`config.mk`:
```
export PLATFORM = sky130hd
export DESIGN_NAME = hs200_tap_tuner
export DESIGN_NICKNAME = d
export VERILOG_FILES = /design/src/rtl/tune_pkg.sv /design/src/rtl/tap_apply.sv /design/src/rtl/streak_track.sv /design/src/rtl/tune_ctrl.sv /design/src/rtl/hs200_tap_tuner.sv
export SDC_FILE = /design/constraint.sdc
export NUM_CORES = 1
export LEC_CHECK = 0
export BUFFER_PORTS_ARGS = -buffer_cell sky130_fd_sc_hd__clkbuf_2
export CAP_MARGIN = 20
export CORE_MARGIN = 5
export CORE_UTILIZATION = 53
export CTS_CLUSTER_SIZE = 40
export DETAILED_ROUTE_END_ITERATION = 8
export PLACE_DENSITY = 0.73
export SLEW_MARGIN = 5
export SYNTH_ARGS = -nofsm -noshare
export SYNTH_HDL_FRONTEND = slang
export SYNTH_SLANG_ARGS = --single-unit
```
`constraint.sdc`:
```
create_clock -name clk -period 2.35 [get_ports clk]
set_clock_uncertainty 0.05 [all_clocks]
set_input_delay 0.3525 -clock clk [delete_from_list [all_inputs] [get_ports clk]]
set_output_delay 0.3525 -clock clk [all_outputs]
set_load 0.02 [all_outputs]
```
`src/rtl/tune_pkg.sv`:
```
package tune_pkg;

  // Timing-mode code that enables the local sweep; other codes go to the standard path.
  localparam logic [2:0] MODE_HS200 = 3'd4;

  typedef enum logic [2:0] {
    ST_IDLE,
    ST_APPLY,
    ST_TRIAL,
    ST_NEXT,
    ST_FINAL,
    ST_FAPPLY
  } tune_state_e;

  // Middle of a passing window given its last tap and its length (floor of half).
  function automatic logic [7:0] centre_tap(input logic [7:0] last_tap,
                                            input logic [7:0] run_len);
    return last_tap - (run_len >> 1);
  endfunction

endpackage

```
`src/rtl/tap_apply.sv`:
```
module tap_apply #(
  parameter int TAP_W   = 6,
  parameter int TIMEOUT = 8
) (
  input  logic             clk,
  input  logic             rst_n,
  input  logic             go_i,
  input  logic [TAP_W-1:0] val_i,
  input  logic             applied_i,
  output logic             upd_o,
  output logic [TAP_W-1:0] val_o,
  output logic             ok_o,
  output logic             fail_o
);
  localparam int CW = (TIMEOUT > 1) ? $clog2(TIMEOUT) : 1;
  localparam logic [CW-1:0] CNT_LAST = CW'(TIMEOUT - 1);

  logic          upd_q;
  logic [CW-1:0] cnt_q;
  logic [TAP_W-1:0] val_q;
  logic          expire_w;

  assign expire_w = upd_q && !applied_i && (cnt_q == CNT_LAST);
  assign ok_o     = upd_q && applied_i;
  assign fail_o   = expire_w;
  assign upd_o    = upd_q;
  assign val_o    = val_q;

  always_ff @(posedge clk or negedge rst_n) begin
    if (!rst_n) begin
      upd_q <= 1'b0;
      cnt_q <= '0;
      val_q <= '0;
    end else if (go_i) begin
      upd_q <= 1'b1;
      cnt_q <= '0;
      val_q <= val_i;
    end else if (upd_q) begin
      if (applied_i || expire_w) begin
        upd_q <= 1'b0;
      end else begin
        cnt_q <= cnt_q + CW'(1);
      end
    end
  end

  // update window never outlives the timeout
  assert_upd_bounded_R2: assert property (@(posedge clk) disable iff (!rst_n)
    upd_q |-> (cnt_q <= CNT_LAST));

  // acknowledge clears the update bit on the next cycle
  assert_upd_self_clear_R2: assert property (@(posedge clk) disable iff (!rst_n)
    (upd_q && applied_i) |=> !upd_q);

  // a new load is only issued once the previous one has settled
  assert_go_when_quiet_R2: assert property (@(posedge clk) disable iff (!rst_n)
    go_i |-> !upd_q);

endmodule

```
`src/rtl/streak_track.sv`:
```
module streak_track #(
  parameter int TAP_W = 6,
  parameter int CNT_W = 6
) (
  input  logic             clk,
  input  logic             rst_n,
  input  logic             clear_i,
  input  logic             step_i,
  input  logic             pass_i,
  input  logic [TAP_W-1:0] tap_i,
  output logic [CNT_W-1:0] best_len_o,
  output logic [TAP_W-1:0] best_end_o
);
  logic [CNT_W-1:0] cur_q;
  logic [CNT_W-1:0] best_q;
  logic [TAP_W-1:0] end_q;
  logic [CNT_W-1:0] grown_w;
  logic             beats_w;

  assign grown_w    = cur_q + CNT_W'(1);
  assign beats_w    = grown_w > best_q;
  assign best_len_o = best_q;
  assign best_end_o = end_q;

  always_ff @(posedge clk or negedge rst_n) begin
    if (!rst_n) begin
      cur_q  <= '0;
      best_q <= '0;
      end_q  <= '0;
    end else if (clear_i) begin
      cur_q  <= '0;
      best_q <= '0;
      end_q  <= '0;
    end else if (step_i) begin
      if (pass_i) begin
        cur_q <= grown_w;
        if (beats_w) begin
          best_q <= grown_w;
          end_q  <= tap_i;
        end
      end else begin
        cur_q <= '0;
      end
    end
  end

  // a failing step empties the running streak
  assert_fail_resets_R3: assert property (@(posedge clk) disable iff (!rst_n)
    (step_i && !pass_i && !clear_i) |=> (cur_q == '0));

  // the record only grows during a sweep
  assert_best_grows_R3: assert property (@(posedge clk) disable iff (!rst_n)
    !clear_i |=> (best_q >= $past(best_q)));

  // the record always covers the running streak
  assert_best_covers_R3: assert property (@(posedge clk) disable iff (!rst_n)
    cur_q <= best_q);

endmodule

```
`src/rtl/tune_ctrl.sv`:
```
module tune_ctrl
  import tune_pkg::*;
#(
  parameter int TAP_W      = 6,
  parameter int CNT_W      = 6,
  parameter int SWEEP_TAPS = 40
) (
  input  logic             clk,
  input  logic             rst_n,
  input  logic             start_i,
  input  logic [2:0]       mode_i,
  output logic             std_start_o,
  output logic             trial_req_o,
  input  logic             trial_ack_i,
  input  logic             trial_pass_i,
  input  logic             apply_ok_i,
  input  logic             apply_fail_i,
  input  logic             upd_i,
  output logic             go_o,
  output logic [TAP_W-1:0] go_val_o,
  output logic             clear_o,
  output logic             step_o,
  output logic             pass_o,
  output logic [TAP_W-1:0] tap_o,
  input  logic [CNT_W-1:0] best_len_i,
  input  logic [TAP_W-1:0] best_end_i,
  output logic             done_o,
  output logic             error_o,
  output logic [TAP_W-1:0] chosen_o
);
  localparam logic [TAP_W-1:0] LAST_TAP = TAP_W'(SWEEP_TAPS - 1);

  tune_state_e      state_q;
  logic [TAP_W-1:0] tap_q;
  logic             std_q, req_q, done_q, err_q;
  logic [TAP_W-1:0] chosen_q;

  logic             start_hs_w, start_std_w, have_win_w;
  logic [TAP_W-1:0] centre_w;

  assign start_hs_w  = (state_q == ST_IDLE) && start_i && (mode_i == MODE_HS200);
  assign start_std_w = (state_q == ST_IDLE) && start_i && (mode_i != MODE_HS200);
  assign have_win_w  = (best_len_i != '0);
  assign centre_w    = TAP_W'(centre_tap(8'(best_end_i), 8'(best_len_i)));

  always_comb begin
    go_o     = 1'b0;
    go_val_o = '0;
    clear_o  = 1'b0;
    step_o   = 1'b0;
    pass_o   = 1'b0;
    unique case (state_q)
      ST_IDLE: begin
        if (start_hs_w) begin
          clear_o = 1'b1;
          go_o    = 1'b1;
        end
      end
      ST_APPLY: begin
        if (apply_fail_i) step_o = 1'b1;
      end
      ST_TRIAL: begin
        if (trial_ack_i) begin
          step_o = 1'b1;
          pass_o = trial_pass_i;
        end
      end
      ST_NEXT: begin
        if (tap_q != LAST_TAP) begin
          go_o     = 1'b1;
          go_val_o = tap_q + TAP_W'(1);
        end
      end
      ST_FINAL: begin
        if (have_win_w) begin
          go_o     = 1'b1;
          go_val_o = centre_w;
        end
      end
      default: ;
    endcase
  end

  always_ff @(posedge clk or negedge rst_n) begin
    if (!rst_n) begin
      state_q  <= ST_IDLE;
      tap_q    <= '0;
      std_q    <= 1'b0;
      req_q    <= 1'b0;
      done_q   <= 1'b0;
      err_q    <= 1'b0;
      chosen_q <= '0;
    end else begin
      std_q  <= start_std_w;
      done_q <= 1'b0;
      unique case (state_q)
        ST_IDLE: begin
          if (start_hs_w) begin
            tap_q   <= '0;
            state_q <= ST_APPLY;
          end
        end
        ST_APPLY: begin
          if (apply_ok_i) begin
            req_q   <= 1'b1;
            state_q <= ST_TRIAL;
          end else if (apply_fail_i) begin
            state_q <= ST_NEXT;
          end
        end
        ST_TRIAL: begin
          if (trial_ack_i) begin
            req_q   <= 1'b0;
            state_q <= ST_NEXT;
          end
        end
        ST_NEXT: begin
          if (tap_q == LAST_TAP) begin
            state_q <= ST_FINAL;
          end else begin
            tap_q   <= tap_q + TAP_W'(1);
            state_q <= ST_APPLY;
          end
        end
        ST_FINAL: begin
          if (have_win_w) begin
            state_q <= ST_FAPPLY;
          end else begin
            done_q   <= 1'b1;
            err_q    <= 1'b1;
            chosen_q <= '0;
            state_q  <= ST_IDLE;
          end
        end
        ST_FAPPLY: begin
          if (apply_ok_i || apply_fail_i) begin
            done_q   <= 1'b1;
            err_q    <= apply_fail_i;
            chosen_q <= centre_w;
            state_q  <= ST_IDLE;
          end
        end
        default: state_q <= ST_IDLE;
      endcase
    end
  end

  assign std_start_o = std_q;
  assign trial_req_o = req_q;
  assign tap_o       = tap_q;
  assign done_o      = done_q;
  assign error_o     = err_q;
  assign chosen_o    = chosen_q;

  // trial and tap load never overlap
  assert_trial_after_load_R1: assert property (@(posedge clk) disable iff (!rst_n)
    req_q |-> !upd_i);

  // sweep tap stays inside the swept range
  assert_tap_in_range_R1: assert property (@(posedge clk) disable iff (!rst_n)
    (state_q == ST_APPLY) |-> (tap_q <= LAST_TAP));

  // an empty record leads to no final load
  assert_no_load_on_empty_R5: assert property (@(posedge clk) disable iff (!rst_n)
    (state_q == ST_FINAL && !have_win_w) |=> !upd_i);

  // done lasts a single cycle
  assert_done_pulse_R6: assert property (@(posedge clk) disable iff (!rst_n)
    done_q |=> !done_q);

  // results move only with done
  assert_result_hold_R6: assert property (@(posedge clk) disable iff (!rst_n)
    !done_q |-> ($stable(chosen_q) && $stable(err_q)));

  // no forwarded strobe while a sweep is running
  assert_busy_ignores_R7: assert property (@(posedge clk) disable iff (!rst_n)
    (state_q != ST_IDLE) |=> !std_q);

endmodule

```
`src/rtl/hs200_tap_tuner.sv`:
```
module hs200_tap_tuner #(
  parameter int TAP_W         = 6,
  parameter int SWEEP_TAPS    = 40,
  parameter int APPLY_TIMEOUT = 8
) (
  input  logic             clk,
  input  logic             rst_n,
  input  logic             start_i,
  input  logic [2:0]       mode_i,
  output logic             std_start_o,
  output logic [TAP_W-1:0] tap_value_o,
  output logic             tap_update_o,
  input  logic             tap_applied_i,
  output logic             trial_req_o,
  input  logic             trial_ack_i,
  input  logic             trial_pass_i,
  output logic             done_o,
  output logic             error_o,
  output logic [TAP_W-1:0] chosen_tap_o
);
  localparam int CNT_W = $clog2(SWEEP_TAPS + 1);

  logic             go_w, clear_w, step_w, pass_w;
  logic             ok_w, fail_w, upd_w;
  logic [TAP_W-1:0] go_val_w, tap_w, best_end_w;
  logic [CNT_W-1:0] best_len_w;

  tune_ctrl #(
    .TAP_W(TAP_W), .CNT_W(CNT_W), .SWEEP_TAPS(SWEEP_TAPS)
  ) u_ctrl (
    .clk(clk), .rst_n(rst_n),
    .start_i(start_i), .mode_i(mode_i),
    .std_start_o(std_start_o),
    .trial_req_o(trial_req_o), .trial_ack_i(trial_ack_i), .trial_pass_i(trial_pass_i),
    .apply_ok_i(ok_w), .apply_fail_i(fail_w), .upd_i(upd_w),
    .go_o(go_w), .go_val_o(go_val_w),
    .clear_o(clear_w), .step_o(step_w), .pass_o(pass_w), .tap_o(tap_w),
    .best_len_i(best_len_w), .best_end_i(best_end_w),
    .done_o(done_o), .error_o(error_o), .chosen_o(chosen_tap_o)
  );

  tap_apply #(
    .TAP_W(TAP_W), .TIMEOUT(APPLY_TIMEOUT)
  ) u_apply (
    .clk(clk), .rst_n(rst_n),
    .go_i(go_w), .val_i(go_val_w), .applied_i(tap_applied_i),
    .upd_o(upd_w), .val_o(tap_value_o), .ok_o(ok_w), .fail_o(fail_w)
  );

  streak_track #(
    .TAP_W(TAP_W), .CNT_W(CNT_W)
  ) u_streak (
    .clk(clk), .rst_n(rst_n),
    .clear_i(clear_w), .step_i(step_w), .pass_i(pass_w), .tap_i(tap_w),
    .best_len_o(best_len_w), .best_end_o(best_end_w)
  );

  assign tap_update_o = upd_w;

endmodule

```
# Word level (Yosys, flattened, before mapping)
# Index checks and enable logic that the tools add are counted.
[totals]
ff_bits = 47
word_cells = 113
[classes]
addsub = 4
order_cmp = 1
n_eq_ne = 18
n_mux = 53
n_reduce_logical = 24
[ops]
columns = ["cell", "n"]
rows = [
  ["two-way mux 6 bit", 17],
  ["one-hot mux 6 bit (2 select lines)", 3],
  ["two-way mux 3 bit", 10],
  ["one-hot mux 3 bit (6 select lines)", 1],
  ["two-way mux 1 bit", 17],
  ["nonzero test 2 bit", 7],
  ["adder 6 x 1 -> 6 bit (second input constant)", 2],
  ["== test 3 bit (second input constant)", 4],
  ["AND reduction 3 bit", 4],
  ["inequality test 2 bit (second input constant)", 4],
  ["one-hot mux 1 bit (2 select lines)", 4],
  ["== test 3 x 2 -> 1 bit (second input constant)", 2],
  ["== test 6 bit (second input constant)", 1],
  ["> comparator 6 bit", 1],
  ["logical AND 1 bit", 6],
  ["inequality test 2 x 1 -> 1 bit (second input constant)", 3],
  ["inequality test 6 bit (second input constant)", 1],
  ["nonzero test 6 bit", 1],
  ["subtractor 6 x 5 -> 6 bit", 1],
  ["AND reduction 4 bit", 1],
  ["adder 3 x 1 -> 3 bit (second input constant)", 1],
  ["== test 3 x 1 -> 1 bit (second input constant)", 1],
  ["logical NOT 3 bit", 1],
  ["inequality test 3 x 1 -> 1 bit (second input constant)", 1],
  ["5 further kinds", 6],
]

# Depth between registers and ports, before layout
# Gate-level depths: netlist (run 1).
[logic_depth]
ltp_word = 7
mapped_depth = 11

# By module
# From an unflattened synthesis (run 1), not the netlist that was laid out.
[hier_totals]
cells_unflattened = 277
hier_area_um2 = 2844.0
[by_module_without_submodules]
columns = ["module", "n_inst", "cells_each", "area_each_um2", "seq_area_each_um2"]
rows = [
  ["tune_ctrl", 1, 136, 1267.5, 475.5],
  ["streak_track", 1, 109, 1113.6, 450.4],
  ["tap_apply", 1, 32, 462.9, 250.2],
]

# Worst setup path before layout (run 1)
# No wires, ideal clock.
[synth_path]
path_kind = "reg-to-reg"
from = "register u_streak.cur_q[0]"
to = "register u_streak.best_q[5] (netlist: u_streak.best_len_o[5])"
setup_ps = 127
t_arrival_ps = 2206
required_ps = 2173
setup_slack_ps = -33
path_stages_with_launch = 11
path_buffers = 1
period_less_slack_ps = 2383
path_cell_list = "dfrtp_1 ha_1 nand3_1 xor2_1 inv_1 ha_1 a21oi_1 a21boi_1 o311ai_4 buf_2 o21ai_1"
[synth_via]
elab_chain_cells = 5
word_cells_on_any_way = 8
[synth_rtl]
columns = ["item", "line", "text"]
rows = [
  ["from (decl)", "streak_track.sv:14", "logic [CNT_W-1:0] cur_q;"],
  ["from (signal assigned)", "streak_track.sv:36", "cur_q <= grown_w;"],
  ["adder 6 x 1 -> 6 bit *", "streak_track.sv:20", "assign grown_w = cur_q + CNT_W'(1);"],
  ["parallel branches: the longest is 4 deep, another holds > comparator 6 bit", "n/a", ""],
  ["to (signal assigned)", "streak_track.sv:38", "best_q <= grown_w;"],
  ["to (decl)", "streak_track.sv:15", "logic [CNT_W-1:0] best_q;"],
]
# Mark *: on every way between the ends. The select of a mux whose other input is x is not followed.
# A chain may end at the register's enable or synchronous reset.

# Worst setup path after layout (run 1)
[layout_path]
from = "register u_streak.cur_q[1]"
to = "register u_streak.best_q[3] (netlist: u_streak.best_len_o[3])"
# Same word-level chain as after synthesis.

==> report_table.html, run 1 <==
<table>
<tr><th>Metric</th><th>Value</th></tr>
<tr><th colspan="2">Synthesis</th></tr>
<tr><td>Proportion of register bits with asynchronous set or reset after synthesis</td><td>100%</td></tr>
<tr><td>Most frequently used cell type in the post-synthesis netlist</td><td>sky130_fd_sc_hd__dfrtp_1</td></tr>
<tr><td>Sequential fraction of the synthesis area</td><td>44.6%</td></tr>
<tr><td>Largest area contributor in the synthesized netlist</td><td>sky130_fd_sc_hd__dfrtp_1</td></tr>
<tr><td>Fraction of synthesized cell area taken by the top area cell type</td><td>44.6%</td></tr>
<tr><td>Number of flops mapped to enable cells by yosys</td><td>0</td></tr>
<tr><td>Warning count from the yosys run</td><td>0</td></tr>
<tr><td>Post-synth net total</td><td>~290</td></tr>
<tr><td>Cell area after synthesis</td><td>0.00264 mm^2</td></tr>
<tr><td>Post-synthesis cell type count</td><td>57</td></tr>
<tr><td>Number of synthesized register bits</td><td>47</td></tr>
<tr><td>Most common library cells after synthesis</td><td>sky130_fd_sc_hd__dfrtp_1, sky130_fd_sc_hd__nand2_1, sky130_fd_sc_hd__inv_1, sky130_fd_sc_hd__nor2_1, sky130_fd_sc_hd__nand3_1</td></tr>
<tr><td>Mean post-synth cell area</td><td>10.1 um^2</td></tr>
<tr><td>Synthesized instance count</td><td>262</td></tr>
<tr><td>Top flip-flop cell by instance count after synthesis</td><td>sky130_fd_sc_hd__dfrtp_1</td></tr>
<tr><td>Synth top area cells</td><td>sky130_fd_sc_hd__dfrtp_1, sky130_fd_sc_hd__ha_1, sky130_fd_sc_hd__nand3_1</td></tr>
<tr><th colspan="2">Routing</th></tr>
<tr><td>Average via count per standard cell</td><td>5.52</td></tr>
<tr><td>Vias after detailed routing</td><td>2036</td></tr>
<tr><td>Count of routing violations after the opening detailed-route iteration</td><td>137</td></tr>
<tr><td>Number of optimization iterations in the first detailed-route pass</td><td>4</td></tr>
<tr><td>Post-detailed-routing wire length</td><td>approximately 5.6 mm</td></tr>
<tr><td>Average wire per cell in the routed design</td><td>15.1 um</td></tr>
<tr><td>Antenna viol nets, final</td><td>0</td></tr>
<tr><td>Residual DRC count</td><td>0</td></tr>
<tr><th colspan="2">Timing</th></tr>
<tr><td>Worst slack on hold paths</td><td>9.87 ps</td></tr>
<tr><td>Post-layout min period</td><td>2230 ps</td></tr>
<tr><td>Worst slew margin relative to its limit</td><td>a little under three fifths</td></tr>
<tr><td>Slew at the pin closest to its max-slew limit</td><td>between 600 and 700 ps</td></tr>
<tr><td>Total count of max-transition violations in the final report</td><td>0</td></tr>
<tr><td>Period utilisation layout</td><td>94.9%</td></tr>
<tr><td>Maximum clock rate</td><td>0.448 GHz</td></tr>
<tr><td>Final number of setup-violating endpoints</td><td>0</td></tr>
<tr><td>Total negative slack</td><td>0 ps</td></tr>
<tr><td>Final number of hold-violating endpoints</td><td>0</td></tr>
<tr><th colspan="2">Clock tree</th></tr>
<tr><td>Number of buffers added to fix hold violations after cts</td><td>0</td></tr>
<tr><td>Clock-pin transition on the worst setup and hold timing paths</td><td>90 ps</td></tr>
<tr><td>Buffers from clock root to sink, at most</td><td>2</td></tr>
<tr><td>Number of CTS-inserted buffers</td><td>5</td></tr>
<tr><td>H-Tree Level Count</td><td>2</td></tr>
<tr><td>Clock root buffer</td><td>sky130_fd_sc_hd__clkbuf_8</td></tr>
<tr><td>Clock tree from TritonCTS</td><td>yes</td></tr>
<tr><td>Source-to-sink clock delay at the later pin of the worst-skew pair</td><td>just over 300 ps</td></tr>
<tr><td>Clock net sink count</td><td>47</td></tr>
<tr><th colspan="2">Placement</th></tr>
<tr><td>Routability congestion estimate from global placement</td><td>0.842</td></tr>
<tr><td>Port Buffers</td><td>25</td></tr>
<tr><td>HPWL after detailed placement</td><td>~4.1 mm</td></tr>
<tr><td>Post-DP Area</td><td>about 0.0029 mm^2</td></tr>
<tr><th colspan="2">Setup path</th></tr>
<tr><td>Data required time of the critical path</td><td>2540 ps</td></tr>
<tr><td>Critical Path Fanout Max</td><td>5</td></tr>
<tr><td>WS Path Type</td><td>reg2reg</td></tr>
<tr><td>Worst Path Arrival</td><td>about 2400 ps</td></tr>
<tr><td>Worst Setup End Kind</td><td>flip-flop</td></tr>
<tr><td>Startpoint types</td><td>flip-flop</td></tr>
<tr><th colspan="2">Finish</th></tr>
<tr><td>Fill cells</td><td>380</td></tr>
<tr><td>Net total in the final layout</td><td>326</td></tr>
<tr><td>Diodes inserted</td><td>0</td></tr>
<tr><td>Area growth from synthesis to layout</td><td>18.9%</td></tr>
<tr><td>Final standard cell area without fillers</td><td>0.00314 mm^2</td></tr>
<tr><td>Share of layout cells above drive strength 1</td><td>26.5%</td></tr>
<tr><th colspan="2">GRT</th></tr>
<tr><td>Global-route wire length before repair</td><td>9.49 mm</td></tr>
<tr><td>Overall global routing resource usage</td><td>19.2%</td></tr>
<tr><td>Largest net degree at the start of global routing</td><td>26</td></tr>
<tr><td>Number of antenna violations at the first check in global routing</td><td>0</td></tr>
<tr><td>Residual overflow from global routing</td><td>0</td></tr>
<tr><td>Via count of the first global-routing pass</td><td>2017</td></tr>
<tr><th colspan="2">Power</th></tr>
<tr><td>Worst vdd rail ir drop</td><td>0.544 mV</td></tr>
<tr><td>Power Total</td><td>2.58 mW</td></tr>
<tr><td>Power density of the placed cells</td><td>822 mW/mm^2</td></tr>
<tr><td>Leakage</td><td>approximately 1.4 nW</td></tr>
<tr><th colspan="2">Floorplanning</th></tr>
<tr><td>Total die area</td><td>0.00649 mm^2</td></tr>
<tr><td>Row count</td><td>25</td></tr>
<tr><td>Core ar.</td><td>0.00479 mm^2</td></tr>
<tr><td>Initial standard-cell utilization of the core</td><td>55.1%</td></tr>
<tr><td>Ports</td><td>26</td></tr>
<tr><td>Die Y</td><td>80.5 um</td></tr>
<tr><td>Width of the chip</td><td>80.5 um</td></tr>
<tr><th colspan="2">Hold path</th></tr>
<tr><td>Worst min path class</td><td>in2async</td></tr>
<tr><th colspan="2">Run</th></tr>
<tr><td>Maxcap violations</td><td>0</td></tr>
<tr><th colspan="2">Run status</th></tr>
<tr><td>Run status</td><td>complete, no violations</td></tr>
</table>
==> per-layer routing <==
| layer | global-route usage (%) | vias up | wire length [um] |
|---|---|---|---|
| met1 | 25.3 | 1006 | 2520 |
| li1 | - | 991 | - |
| met4 | 7.09 | 0 | 75 |
| met3 | 4.37 | 8 | 222 |
| met2 | 30.8 | 31 | 2740 |
| met5 | 0 | - | 0 |
==> flip-flops by register name, indices dropped and copies added, names as in the netlist <==
name                 cells
u_ctrl.trial_req_o       1
u_ctrl.std_start_o       1
u_ctrl.error_o           1
u_apply.cnt_q            3
u_streak.best_end_o      6
u_streak.cur_q           6
u_ctrl.state_q           3
u_ctrl.done_o            1
u_ctrl.tap_o             6
u_apply.val_o            6
u_ctrl.chosen_o          6
u_streak.best_len_o      6
u_apply.upd_o            1
==> timing repair <==
| item | in CTS | in global routing |
|---|---|---|
| gates cloned | 1 | 0 |
| resized for setup | 6 | 17 |
| setup endpoints to repair | 10 | 12 |
| setup buffers | 3 | 0 |
| endpoints found under the hold margin | 0 | 0 |
| pin swaps | 1 | 7 |
==> kinds of logic (layout without fill, tap and decap cells) <==
| kind of cell | count (synthesis) | in the layout | synth area share (%) |
|---|---|---|---|
| AND/OR/NAND/NOR | 92 | 92 | 19.0 |
| AO/OA/AOI/OAI | 62 | 62 | 18.0 |
| flip-flops | 47 | 47 | 44.6 |
| buffers and inverters | 30 | 70 | 5.36 |
| adder cells (fa/ha/maj) | 16 | 16 | 7.87 |
| XOR/XNOR | 13 | 13 | 4.32 |
| multiplexers | 2 | 2 | 0.806 |
==> where the power goes <==
part           leakage [nW]  internal (mW)  switching (mW)  total [mW]
registers             0.612          0.986           0.153        1.14
logic                 0.789          0.395           0.529       0.924
clock network        0.0484          0.241           0.273       0.514
total                  1.45           1.62           0.955        2.58
==> cell type report <==
cell class | instances | area, um^2 | share of cell area, %
clock buffer | 7 | 86.3 | 2.75
multi-input combinational | 185 | 1440 | 46.0
inverter | 23 | 86.3 | 2.75
sequential | 47 | 1180 | 37.5
clock inverter | 1 | 8.76 | 0.279
timing repair buffer | 39 | 251 | 8.02
tap | 67 | 83.8 | 2.67
==> critical path, cell delays in order, from the launching register on <==
cell and delay (ps):
sky130_fd_sc_hd__dfrtp_1 400, sky130_fd_sc_hd__ha_2 210, sky130_fd_sc_hd__nand3_2 90, sky130_fd_sc_hd__xor2_2 190, sky130_fd_sc_hd__inv_2 70, sky130_fd_sc_hd__ha_4 220, sky130_fd_sc_hd__nand4_1 130, sky130_fd_sc_hd__a21oi_2 60
sky130_fd_sc_hd__o311ai_4 380, sky130_fd_sc_hd__buf_4 200, sky130_fd_sc_hd__nand3_1 80, sky130_fd_sc_hd__o21ai_1 90
==> worst paths after layout <==
kind	from	endpoint	slack (ps)	cells after the start
hold reg to reg	u_ctrl.chosen_o[0]$_DFFE_PN0P_	u_ctrl.chosen_o[0]$_DFFE_PN0P_	440	1
min in group clk	mode_i[2]	u_ctrl.std_start_o$_DFF_PN0_	180	2
setup / recovery	u_streak.cur_q[1]$_DFFE_PN0P_	u_streak.best_len_o[3]$_DFFE_PN0P_	120	11
hold / removal	rst_n	u_streak.best_end_o[5]$_DFFE_PN0P_	10	1
max in group asynchronous	rst_n	u_ctrl.state_q[0]$_DFFE_PN0P_	1690	2
setup reg to reg	u_streak.cur_q[1]$_DFFE_PN0P_	u_streak.best_len_o[3]$_DFFE_PN0P_	120	11
==> cell usage in the layout (no fill, tap or decap), drive strengths merged, types with 4 or more instances in the layout <==
cell     n
dfrtp   47
clkbuf  32
nand2   25
nor2    23
inv     23
o21ai   21
nand3   19
ha      15
buf     14
a21oi    9
xnor2    8
a22o     6
a21o     5
a221o    5
xor2     5
nand2b   4
==> metrics by stage <==
| stage | worst slack (ps) | cells | util [%] |
|---|---|---|---|
| floorplan | 20.4 | 262 | - |
| global placement | 52.8 | 357 | 60.2 |
| detailed placement | -54.2 | 357 | 60.2 |
| CTS | 5.64 | 369 | 63.3 |
| global route | -37.5 | 369 | 65.5 |
| finish | 119 | 369 | 65.5 |
Power figures use the tool's default switching activity.
==> inputs of run 2 (changes only) <==
- CORE_UTILIZATION: 53 -> 59
- PLACE_DENSITY: 0.73 -> 0.77
- clock period: 2.35 -> 2.3 ns (I/O delays scaled with it)
==> report_table.html, run 2 (synthesis gave the netlist of run 1 again) <==
<table>
<tr><th>Metric</th><th>Value</th></tr>
<tr><th colspan="2">Run status</th></tr>
<tr><td>Run status</td><td>complete, but fails checks</td></tr>
<tr><td>Violations in the final reports</td><td>negative setup slack</td></tr>
<tr><th colspan="2">Routing</th></tr>
<tr><td>Vias after detailed routing</td><td>2179 (+7.0%)</td></tr>
<tr><td>Metal1 wirelength</td><td>2.83 mm (+12%)</td></tr>
<tr><td>Highest layer used for signal routing</td><td>met4</td></tr>
<tr><td>Number of optimization iterations in the first detailed-route pass</td><td>4 (unchanged)</td></tr>
<tr><td>Count of routing violations after the opening detailed-route iteration</td><td>206 (+50%)</td></tr>
<tr><td>Met2 wire length</td><td>3.09 mm (+13%)</td></tr>
<tr><td>Average via count per standard cell</td><td>5.95 (+7.9%)</td></tr>
<tr><td>Residual DRC count</td><td>0 (unchanged)</td></tr>
<tr><td>Routed length on met3</td><td>372 um (+68%)</td></tr>
<tr><td>Antenna viol nets, final</td><td>0 (unchanged)</td></tr>
<tr><td>Average wire per cell in the routed design</td><td>17.7 um (+18%)</td></tr>
<tr><td>Post-detailed-routing wire length</td><td>6.48 mm (+17%)</td></tr>
<tr><th colspan="2">Timing</th></tr>
<tr><td>Slew at the pin closest to its max-slew limit</td><td>656 ps (+10.6 ps)</td></tr>
<tr><td>Period utilisation layout</td><td>105% (+10 points)</td></tr>
<tr><td>Final number of hold-violating endpoints</td><td>0 (unchanged)</td></tr>
<tr><td>Maximum clock rate</td><td>0.414 GHz (-7.6%)</td></tr>
<tr><td>Worst slew margin relative to its limit</td><td>56.3% (-0.71 points)</td></tr>
<tr><td>Post-layout min period</td><td>2410 ps (+183 ps)</td></tr>
<tr><td>Final number of setup-violating endpoints</td><td>12 (+12)</td></tr>
<tr><td>Total negative slack</td><td>-1160 ps (-1160 ps)</td></tr>
<tr><td>Setup ws final</td><td>-114 ps (-233 ps)</td></tr>
<tr><td>Setup repair after global routing missed its margin</td><td>true</td></tr>
<tr><td>Total count of max-transition violations in the final report</td><td>0 (unchanged)</td></tr>
<tr><th colspan="2">Floorplanning</th></tr>
<tr><td>Width of the chip</td><td>76.9 um (-4.6%)</td></tr>
<tr><td>Die Y</td><td>76.9 um (-4.6%)</td></tr>
<tr><td>Row count</td><td>24 (-4.0%)</td></tr>
<tr><td>Total die area</td><td>0.00591 mm^2 (-8.9%)</td></tr>
<tr><td>Core ar.</td><td>0.00435 mm^2 (-9.0%)</td></tr>
<tr><td>Initial standard-cell utilization of the core</td><td>60.6% (+5.5 points)</td></tr>
<tr><td>Ports</td><td>26 (unchanged)</td></tr>
<tr><th colspan="2">Clock tree</th></tr>
<tr><td>Clock root buffer</td><td>sky130_fd_sc_hd__clkbuf_8</td></tr>
<tr><td>Number of CTS-inserted buffers</td><td>5 (unchanged)</td></tr>
<tr><td>Clock-pin transition on the worst setup and hold timing paths</td><td>90 ps (about the same)</td></tr>
<tr><td>Clock net sink count</td><td>47 (unchanged)</td></tr>
<tr><td>Clock tree from TritonCTS</td><td>yes</td></tr>
<tr><td>Number of buffers added to fix hold violations after cts</td><td>0 (unchanged)</td></tr>
<tr><td>Source-to-sink clock delay at the later pin of the worst-skew pair</td><td>300 ps (about the same)</td></tr>
<tr><td>Buffers from clock root to sink, at most</td><td>2 (unchanged)</td></tr>
<tr><td>H-Tree Level Count</td><td>2 (unchanged)</td></tr>
<tr><th colspan="2">Finish</th></tr>
<tr><td>Count of placed standard cells in the final layout, fillers left out</td><td>366 (-0.81%)</td></tr>
<tr><td>Sequential standard cell area</td><td>0.00118 mm^2 (unchanged)</td></tr>
<tr><td>Share of layout cells above drive strength 1</td><td>30.3% (+3.8 points)</td></tr>
<tr><td>Fill cells</td><td>290 (-24%)</td></tr>
<tr><td>Net total in the final layout</td><td>339 (+4.0%)</td></tr>
<tr><td>Area occupied by multi-input gates</td><td>0.00145 mm^2 (+0.35%)</td></tr>
<tr><td>Final Core Density</td><td>75.2% (+9.7 points)</td></tr>
<tr><td>Leading cell type in the layout, fill and taps excluded</td><td>sky130_fd_sc_hd__dfrtp_1</td></tr>
<tr><td>Diodes inserted</td><td>0 (unchanged)</td></tr>
<tr><td>Commonest non-fill, non-tap cells in the layout</td><td>sky130_fd_sc_hd__dfrtp_1, sky130_fd_sc_hd__clkbuf_2, sky130_fd_sc_hd__nand2_1, sky130_fd_sc_hd__inv_1</td></tr>
<tr><td>Area growth from synthesis to layout</td><td>24.1%</td></tr>
<tr><th colspan="2">Setup path</th></tr>
<tr><td>WS Path Type</td><td>reg2reg</td></tr>
<tr><td>Register-to-register path setup slack</td><td>-110 ps (-230 ps)</td></tr>
<tr><td>Worst Setup End Kind</td><td>flip-flop</td></tr>
<tr><td>Worst Path Arrival</td><td>2580 ps (+160 ps)</td></tr>
<tr><td>Critical Path Fanout Max</td><td>5 (unchanged)</td></tr>
<tr><td>R2R cell count</td><td>12 (+1)</td></tr>
<tr><td>Data required time of the critical path</td><td>2470 ps (-70 ps)</td></tr>
<tr><td>Critical Path End</td><td>u_streak.best_end_o[1]$_DFFE_PN0P_</td></tr>
<tr><td>Endpoint of the worst register-to-register path</td><td>u_streak.best_end_o[1]$_DFFE_PN0P_</td></tr>
<tr><td>Critical path startpoint</td><td>u_streak.cur_q[0]$_DFFE_PN0P_</td></tr>
<tr><td>Startpoint types</td><td>flip-flop</td></tr>
<tr><td>R2R Path Start</td><td>u_streak.cur_q[0]$_DFFE_PN0P_</td></tr>
<tr><th colspan="2">GRT</th></tr>
<tr><td>Overall global routing resource usage</td><td>22.4% (+3.2 points)</td></tr>
<tr><td>Global-route wire length before repair</td><td>10.7 mm (+13%)</td></tr>
<tr><td>Number of antenna violations at the first check in global routing</td><td>0 (unchanged)</td></tr>
<tr><td>Residual overflow from global routing</td><td>0 (unchanged)</td></tr>
<tr><td>Via count of the first global-routing pass</td><td>2146 (+6.4%)</td></tr>
<tr><td>Largest net degree at the start of global routing</td><td>27 (+3.8%)</td></tr>
<tr><th colspan="2">Run</th></tr>
<tr><td>Maxcap violations</td><td>0 (unchanged)</td></tr>
<tr><th colspan="2">Placement</th></tr>
<tr><td>Placed cell count</td><td>344 (-3.6%)</td></tr>
<tr><td>Port Buffers</td><td>25 (unchanged)</td></tr>
<tr><td>Routability congestion estimate from global placement</td><td>0.884 (+5.1%)</td></tr>
<tr><td>HPWL after detailed placement</td><td>4.07 mm (-1.4%)</td></tr>
<tr><th colspan="2">Power</th></tr>
<tr><td>Worst vdd rail ir drop</td><td>0.607 mV (+12%)</td></tr>
<tr><td>Power density of the placed cells</td><td>828 mW/mm^2 (+0.81%)</td></tr>
<tr><td>Power Total</td><td>2.71 mW (+5.2%)</td></tr>
<tr><td>Leakage</td><td>1.54 nW (+6.3%)</td></tr>
<tr><th colspan="2">Hold path</th></tr>
<tr><td>Worst min path class</td><td>in2async</td></tr>
</table>
run 2: per-layer routing:
layer  up-vias  track usage [%]
met5         -                0
met4         0             8.74
met3        21             3.75
met2        78             35.2
met1      1059             30.9
li1       1021                -
run 2: metrics by stage:
step | instance area, um^2 | worst slack (ps) | hold WS, ps
2_1_floorplan | 2640 | 5.98 | -0.591
3_3_place_gp | 2880 | -0.631 | 344
3_5_place_dp | 2880 | -118 | 348
4_1_cts | 3200 | -3.26 | 25.1
5_1_grt | 3270 | -194 | 50.8
6_report | 3270 | -114 | 4.77
run 2: power by group:
part	internal [mW]	switching [mW]	leakage [nW]
registers	1.01	0.157	0.612
logic	0.405	0.548	0.878
clock network	0.318	0.277	0.0502
run 2: what timing repair did:
item | CTS | global route
endpoints found under the setup margin | 12 | 12
gates cloned | 2 | 0
buffers inserted | 11 | 2
pin swaps | 11 | 9
resized for setup | 16 | 10
run 2: cell type report:
class	instances	share of cell area, %
multi-input cells	185	44.2
flip-flops and latches	47	35.9
repair buffers	52	12.0
inverters	23	2.64
clock buffers	5	2.10
well taps	52	1.99
clock inverters	2	1.15
run 2: critical path, cell delays in order (launching register included):
cell                       delay (ps)
sky130_fd_sc_hd__dfrtp_1          430
sky130_fd_sc_hd__ha_4             190
sky130_fd_sc_hd__nand3_2           90
sky130_fd_sc_hd__xor2_2           160
sky130_fd_sc_hd__inv_1             90
sky130_fd_sc_hd__ha_4             290
sky130_fd_sc_hd__nand4_1          150
sky130_fd_sc_hd__or2_1            300
sky130_fd_sc_hd__o311ai_4          90
sky130_fd_sc_hd__buf_6            190
sky130_fd_sc_hd__buf_12           110
sky130_fd_sc_hd__nand3_1           70
sky130_fd_sc_hd__o21ai_1          110
run 2: how the worst min path moves through the flow:
stage / depth (start not counted) / slack (ps) / end
2_1_floorplan: 0 / -0.6 / u_apply.cnt_q[0]$_DFFE_PN0P_
3_3_place_gp: 1 / 340 / u_streak.best_len_o[0]$_DFFE_PN0P_
3_5_place_dp: 1 / 350 / u_streak.best_len_o[0]$_DFFE_PN0P_
4_1_cts: 1 / 30 / u_ctrl.std_start_o$_DFF_PN0_
5_1_grt: 1 / 50 / u_ctrl.std_start_o$_DFF_PN0_
6_report: 1 / 5 / u_ctrl.std_start_o$_DFF_PN0_
==> inputs of run 3 (changes only) <==
- CORE_UTILIZATION: 59 -> 60
- CTS_BUF_LIST: unset -> sky130_fd_sc_hd__clkbuf_8
- HOLD_SLACK_MARGIN: unset -> 0.03
- PLACE_DENSITY: 0.77 -> 0.78
- REMOVE_ABC_BUFFERS: unset -> 1
==> report_table.html, run 3 (synthesis gave the netlist of run 1 again) <==
<table>
<tr><th>Metric</th><th>Value</th></tr>
<tr><th colspan="2">Timing</th></tr>
<tr><td>Worst slew margin relative to its limit</td><td>48.2% (-8.1 points)</td></tr>
<tr><td>Post-layout min period</td><td>2320 ps (-90.5 ps)</td></tr>
<tr><td>Setup repair after global routing missed its margin</td><td>true</td></tr>
<tr><td>Maximum clock rate</td><td>0.430 GHz (+3.9%)</td></tr>
<tr><td>Total count of max-transition violations in the final report</td><td>0 (unchanged)</td></tr>
<tr><td>Final number of setup-violating endpoints</td><td>7 (-5)</td></tr>
<tr><td>Total negative slack</td><td>-104 ps (+1050 ps)</td></tr>
<tr><td>Slew at the pin closest to its max-slew limit</td><td>778 ps (+122 ps)</td></tr>
<tr><td>Final number of hold-violating endpoints</td><td>0 (unchanged)</td></tr>
<tr><td>Period utilisation layout</td><td>101% (-3.9 points)</td></tr>
<tr><td>Setup ws final</td><td>-23.5 ps (+90.5 ps)</td></tr>
<tr><th colspan="2">Finish</th></tr>
<tr><td>Area growth from synthesis to layout</td><td>20.0%</td></tr>
<tr><td>Count of placed standard cells in the final layout, fillers left out</td><td>357 (-2.5%)</td></tr>
<tr><td>Share of layout cells above drive strength 1</td><td>28.2% (-2.1 points)</td></tr>
<tr><td>Commonest non-fill, non-tap cells in the layout</td><td>sky130_fd_sc_hd__dfrtp_1, sky130_fd_sc_hd__clkbuf_2, sky130_fd_sc_hd__nand2_1, sky130_fd_sc_hd__inv_1, sky130_fd_sc_hd__nor2_1</td></tr>
<tr><td>Leading cell type in the layout, fill and taps excluded</td><td>sky130_fd_sc_hd__dfrtp_1</td></tr>
<tr><td>Net total in the final layout</td><td>329 (-2.9%)</td></tr>
<tr><td>Diodes inserted</td><td>0 (unchanged)</td></tr>
<tr><td>Fill cells</td><td>307 (+5.9%)</td></tr>
<tr><td>Final standard cell area without fillers</td><td>0.00317 mm^2 (-3.3%)</td></tr>
<tr><td>Area occupied by multi-input gates</td><td>0.00146 mm^2 (+0.95%)</td></tr>
<tr><td>Sequential standard cell area</td><td>0.00118 mm^2 (+0.11%)</td></tr>
<tr><th colspan="2">Routing</th></tr>
<tr><td>Post-detailed-routing wire length</td><td>5.85 mm (-9.8%)</td></tr>
<tr><td>Average via count per standard cell</td><td>5.80 (-2.6%)</td></tr>
<tr><td>Vias after detailed routing</td><td>2071 (-5.0%)</td></tr>
<tr><td>Number of optimization iterations in the first detailed-route pass</td><td>4 (unchanged)</td></tr>
<tr><td>Count of routing violations after the opening detailed-route iteration</td><td>168 (-18%)</td></tr>
<tr><td>Residual DRC count</td><td>0 (unchanged)</td></tr>
<tr><td>Antenna viol nets, final</td><td>0 (unchanged)</td></tr>
<tr><td>Average wire per cell in the routed design</td><td>16.4 um (-7.5%)</td></tr>
<tr><th colspan="2">Clock tree</th></tr>
<tr><td>Clock net sink count</td><td>47 (unchanged)</td></tr>
<tr><td>Clock tree from TritonCTS</td><td>yes</td></tr>
<tr><td>Clock root buffer</td><td>sky130_fd_sc_hd__clkbuf_8</td></tr>
<tr><td>Number of CTS-inserted buffers</td><td>5 (unchanged)</td></tr>
<tr><td>H-Tree Level Count</td><td>2 (unchanged)</td></tr>
<tr><td>Number of buffers added to fix hold violations after cts</td><td>0 (unchanged)</td></tr>
<tr><td>Buffers from clock root to sink, at most</td><td>2 (unchanged)</td></tr>
<tr><td>Source-to-sink clock delay at the later pin of the worst-skew pair</td><td>310 ps (about the same)</td></tr>
<tr><td>Clock-pin transition on the worst setup and hold timing paths</td><td>100 ps (about the same)</td></tr>
<tr><th colspan="2">Floorplanning</th></tr>
<tr><td>Die Y</td><td>76.3 um (-0.73%)</td></tr>
<tr><td>Core ar.</td><td>0.00432 mm^2 (-0.69%)</td></tr>
<tr><td>Row count</td><td>24 (unchanged)</td></tr>
<tr><td>Ports</td><td>26 (unchanged)</td></tr>
<tr><td>Initial standard-cell utilization of the core</td><td>61.0% (+0.42 points)</td></tr>
<tr><td>Total die area</td><td>0.00582 mm^2 (-1.5%)</td></tr>
<tr><td>Width of the chip</td><td>76.3 um (-0.73%)</td></tr>
<tr><th colspan="2">GRT</th></tr>
<tr><td>Overall global routing resource usage</td><td>21.1% (-1.4 points)</td></tr>
<tr><td>Largest net degree at the start of global routing</td><td>32 (+19%)</td></tr>
<tr><td>Residual overflow from global routing</td><td>0 (unchanged)</td></tr>
<tr><td>Via count of the first global-routing pass</td><td>2136 (-0.47%)</td></tr>
<tr><td>Global-route wire length before repair</td><td>10.0 mm (-6.4%)</td></tr>
<tr><td>Number of antenna violations at the first check in global routing</td><td>0 (unchanged)</td></tr>
<tr><th colspan="2">Run</th></tr>
<tr><td>Maxcap violations</td><td>0 (unchanged)</td></tr>
<tr><th colspan="2">Setup path</th></tr>
<tr><td>Critical Path Fanout Max</td><td>6 (+1)</td></tr>
<tr><td>Worst Setup End Kind</td><td>flip-flop</td></tr>
<tr><td>Cell breakdown of the critical path</td><td>ha_2 -&gt; buf_4 -&gt; xor2_4 -&gt; ha_1 -&gt; nand4_1 -&gt; a21oi_2 -&gt; o311ai_4 -&gt; buf_12 -&gt; nand3_1 -&gt; o31ai_4</td></tr>
<tr><td>Worst Path Arrival</td><td>2510 ps (-70 ps)</td></tr>
<tr><td>Worst Path Buf+Inv</td><td>2 (-1)</td></tr>
<tr><td>Worst-path cell with the longest stage delay</td><td>sky130_fd_sc_hd__dfrtp_1</td></tr>
<tr><td>Critical Path Stages</td><td>10 (-2)</td></tr>
<tr><td>Crit-path leading delay family</td><td>compound AO/OA/AOI/OAI gates</td></tr>
<tr><td>WS Path Type</td><td>reg2reg</td></tr>
<tr><td>R2R cell count</td><td>10 (-2)</td></tr>
<tr><td>Data required time of the critical path</td><td>2490 ps (+20 ps)</td></tr>
<tr><td>Startpoint types</td><td>flip-flop</td></tr>
<tr><td>Delay of the slowest cell on the worst path</td><td>400 ps (-30 ps)</td></tr>
<tr><th colspan="2">Placement</th></tr>
<tr><td>HPWL after detailed placement</td><td>4.16 mm (+2.2%)</td></tr>
<tr><td>Placed cell count</td><td>343 (-0.29%)</td></tr>
<tr><td>Port Buffers</td><td>25 (unchanged)</td></tr>
<tr><td>Post-DP Area</td><td>0.00287 mm^2 (-0.35%)</td></tr>
<tr><td>Routability congestion estimate from global placement</td><td>0.927 (+4.8%)</td></tr>
<tr><th colspan="2">Hold path</th></tr>
<tr><td>Worst min path class</td><td>in2async</td></tr>
<tr><th colspan="2">Power</th></tr>
<tr><td>Worst vdd rail ir drop</td><td>0.559 mV (-8.0%)</td></tr>
<tr><td>Leakage</td><td>1.47 nW (-4.4%)</td></tr>
<tr><td>Power Total</td><td>2.62 mW (-3.3%)</td></tr>
<tr><td>Power density of the placed cells</td><td>828 mW/mm^2 (about the same)</td></tr>
<tr><th colspan="2">Run status</th></tr>
<tr><td>Run status</td><td>complete, but fails checks</td></tr>
<tr><td>Violations in the final reports</td><td>negative setup slack</td></tr>
</table>
==> run 3: cell types whose count changed in the layout (fill, tap and decap cells not counted), sizes merged <==
cell / before / now
clkbuf: 30 / 31
inv: 23 / 25
bufinv: 1 / 0
buf: 27 / 16
==> run 3: repair_timing <==
| item | CTS | global route |
|---|---|---|
| pin swaps | 5 | 11 |
| hold endpoints to repair | 0 | 0 |
| gates cloned | 1 | 1 |
| endpoints found under the setup margin | 12 | 12 |
| buffers inserted | 5 | 0 |
| resized for setup | 9 | 18 |
==> run 3: where the power goes <==
part           total (mW)  internal, mW  switching [mW]
combinational       0.928         0.402           0.527
clock               0.514         0.214           0.299
sequential           1.18          1.01           0.173
==> run 3: through the flow <==
step,setup slack [ps],util [%],hold slack (ps)
final,-23.5,73.2,44.3
after global routing,-180,73.2,105
after CTS,15.5,70.8,72.3
after detailed placement,-115,66.3,411
after global placement,-39.6,66.3,401
after floorplan,-333,-,-0.591
==> run 3: metal layers <==
metal  GRT usage, %  part of all wire (%)  vias to the layer above
met5              0                     0                        -
met4           7.52                   1.1                        0
met3           4.49                   3.3                        7
met2           34.0                    52                       37
met1           27.9                    44                     1027
li1               -                     -                     1000
==> run 3: cell type report <==
class / count / share of cell area (%)
Timing Repair Buffer: 42 / 9.05
Inverter: 23 / 2.73
Tap cell: 52 / 2.06
Clock inverter: 3 / 0.632
Clock buffer: 5 / 2.17
Sequential cell: 47 / 37.2
Multi-Input combinational cell: 185 / 46.2
==> run 3: worst register-to-register path: stages (launching register included) <==
cell	delay (ps)
sky130_fd_sc_hd__dfrtp_1	400
sky130_fd_sc_hd__ha_2	190
sky130_fd_sc_hd__buf_4	160
sky130_fd_sc_hd__xor2_4	190
sky130_fd_sc_hd__ha_1	270
sky130_fd_sc_hd__nand4_1	150
sky130_fd_sc_hd__a21oi_2	70
sky130_fd_sc_hd__o311ai_4	370
sky130_fd_sc_hd__buf_12	180
sky130_fd_sc_hd__nand3_1	130
sky130_fd_sc_hd__o31ai_4	90
==> run 3: path summary, 6_finish.rpt <==
path	start	end	slack [ps]
worst min register to register	u_ctrl.chosen_o[0]$_DFFE_PN0P_	u_ctrl.chosen_o[0]$_DFFE_PN0P_	440
worst min-delay path	rst_n	u_streak.best_end_o[4]$_DFFE_PN0P_	40
min in group clk	mode_i[2]	u_ctrl.std_start_o$_DFF_PN0_	180
max in group asynchronous	rst_n	u_streak.cur_q[2]$_DFFE_PN0P_	1510
worst max-delay path	u_streak.cur_q[0]$_DFFE_PN0P_	u_streak.best_len_o[0]$_DFFE_PN0P_	-20
worst max register to register	u_streak.cur_q[0]$_DFFE_PN0P_	u_streak.best_len_o[0]$_DFFE_PN0P_	-20
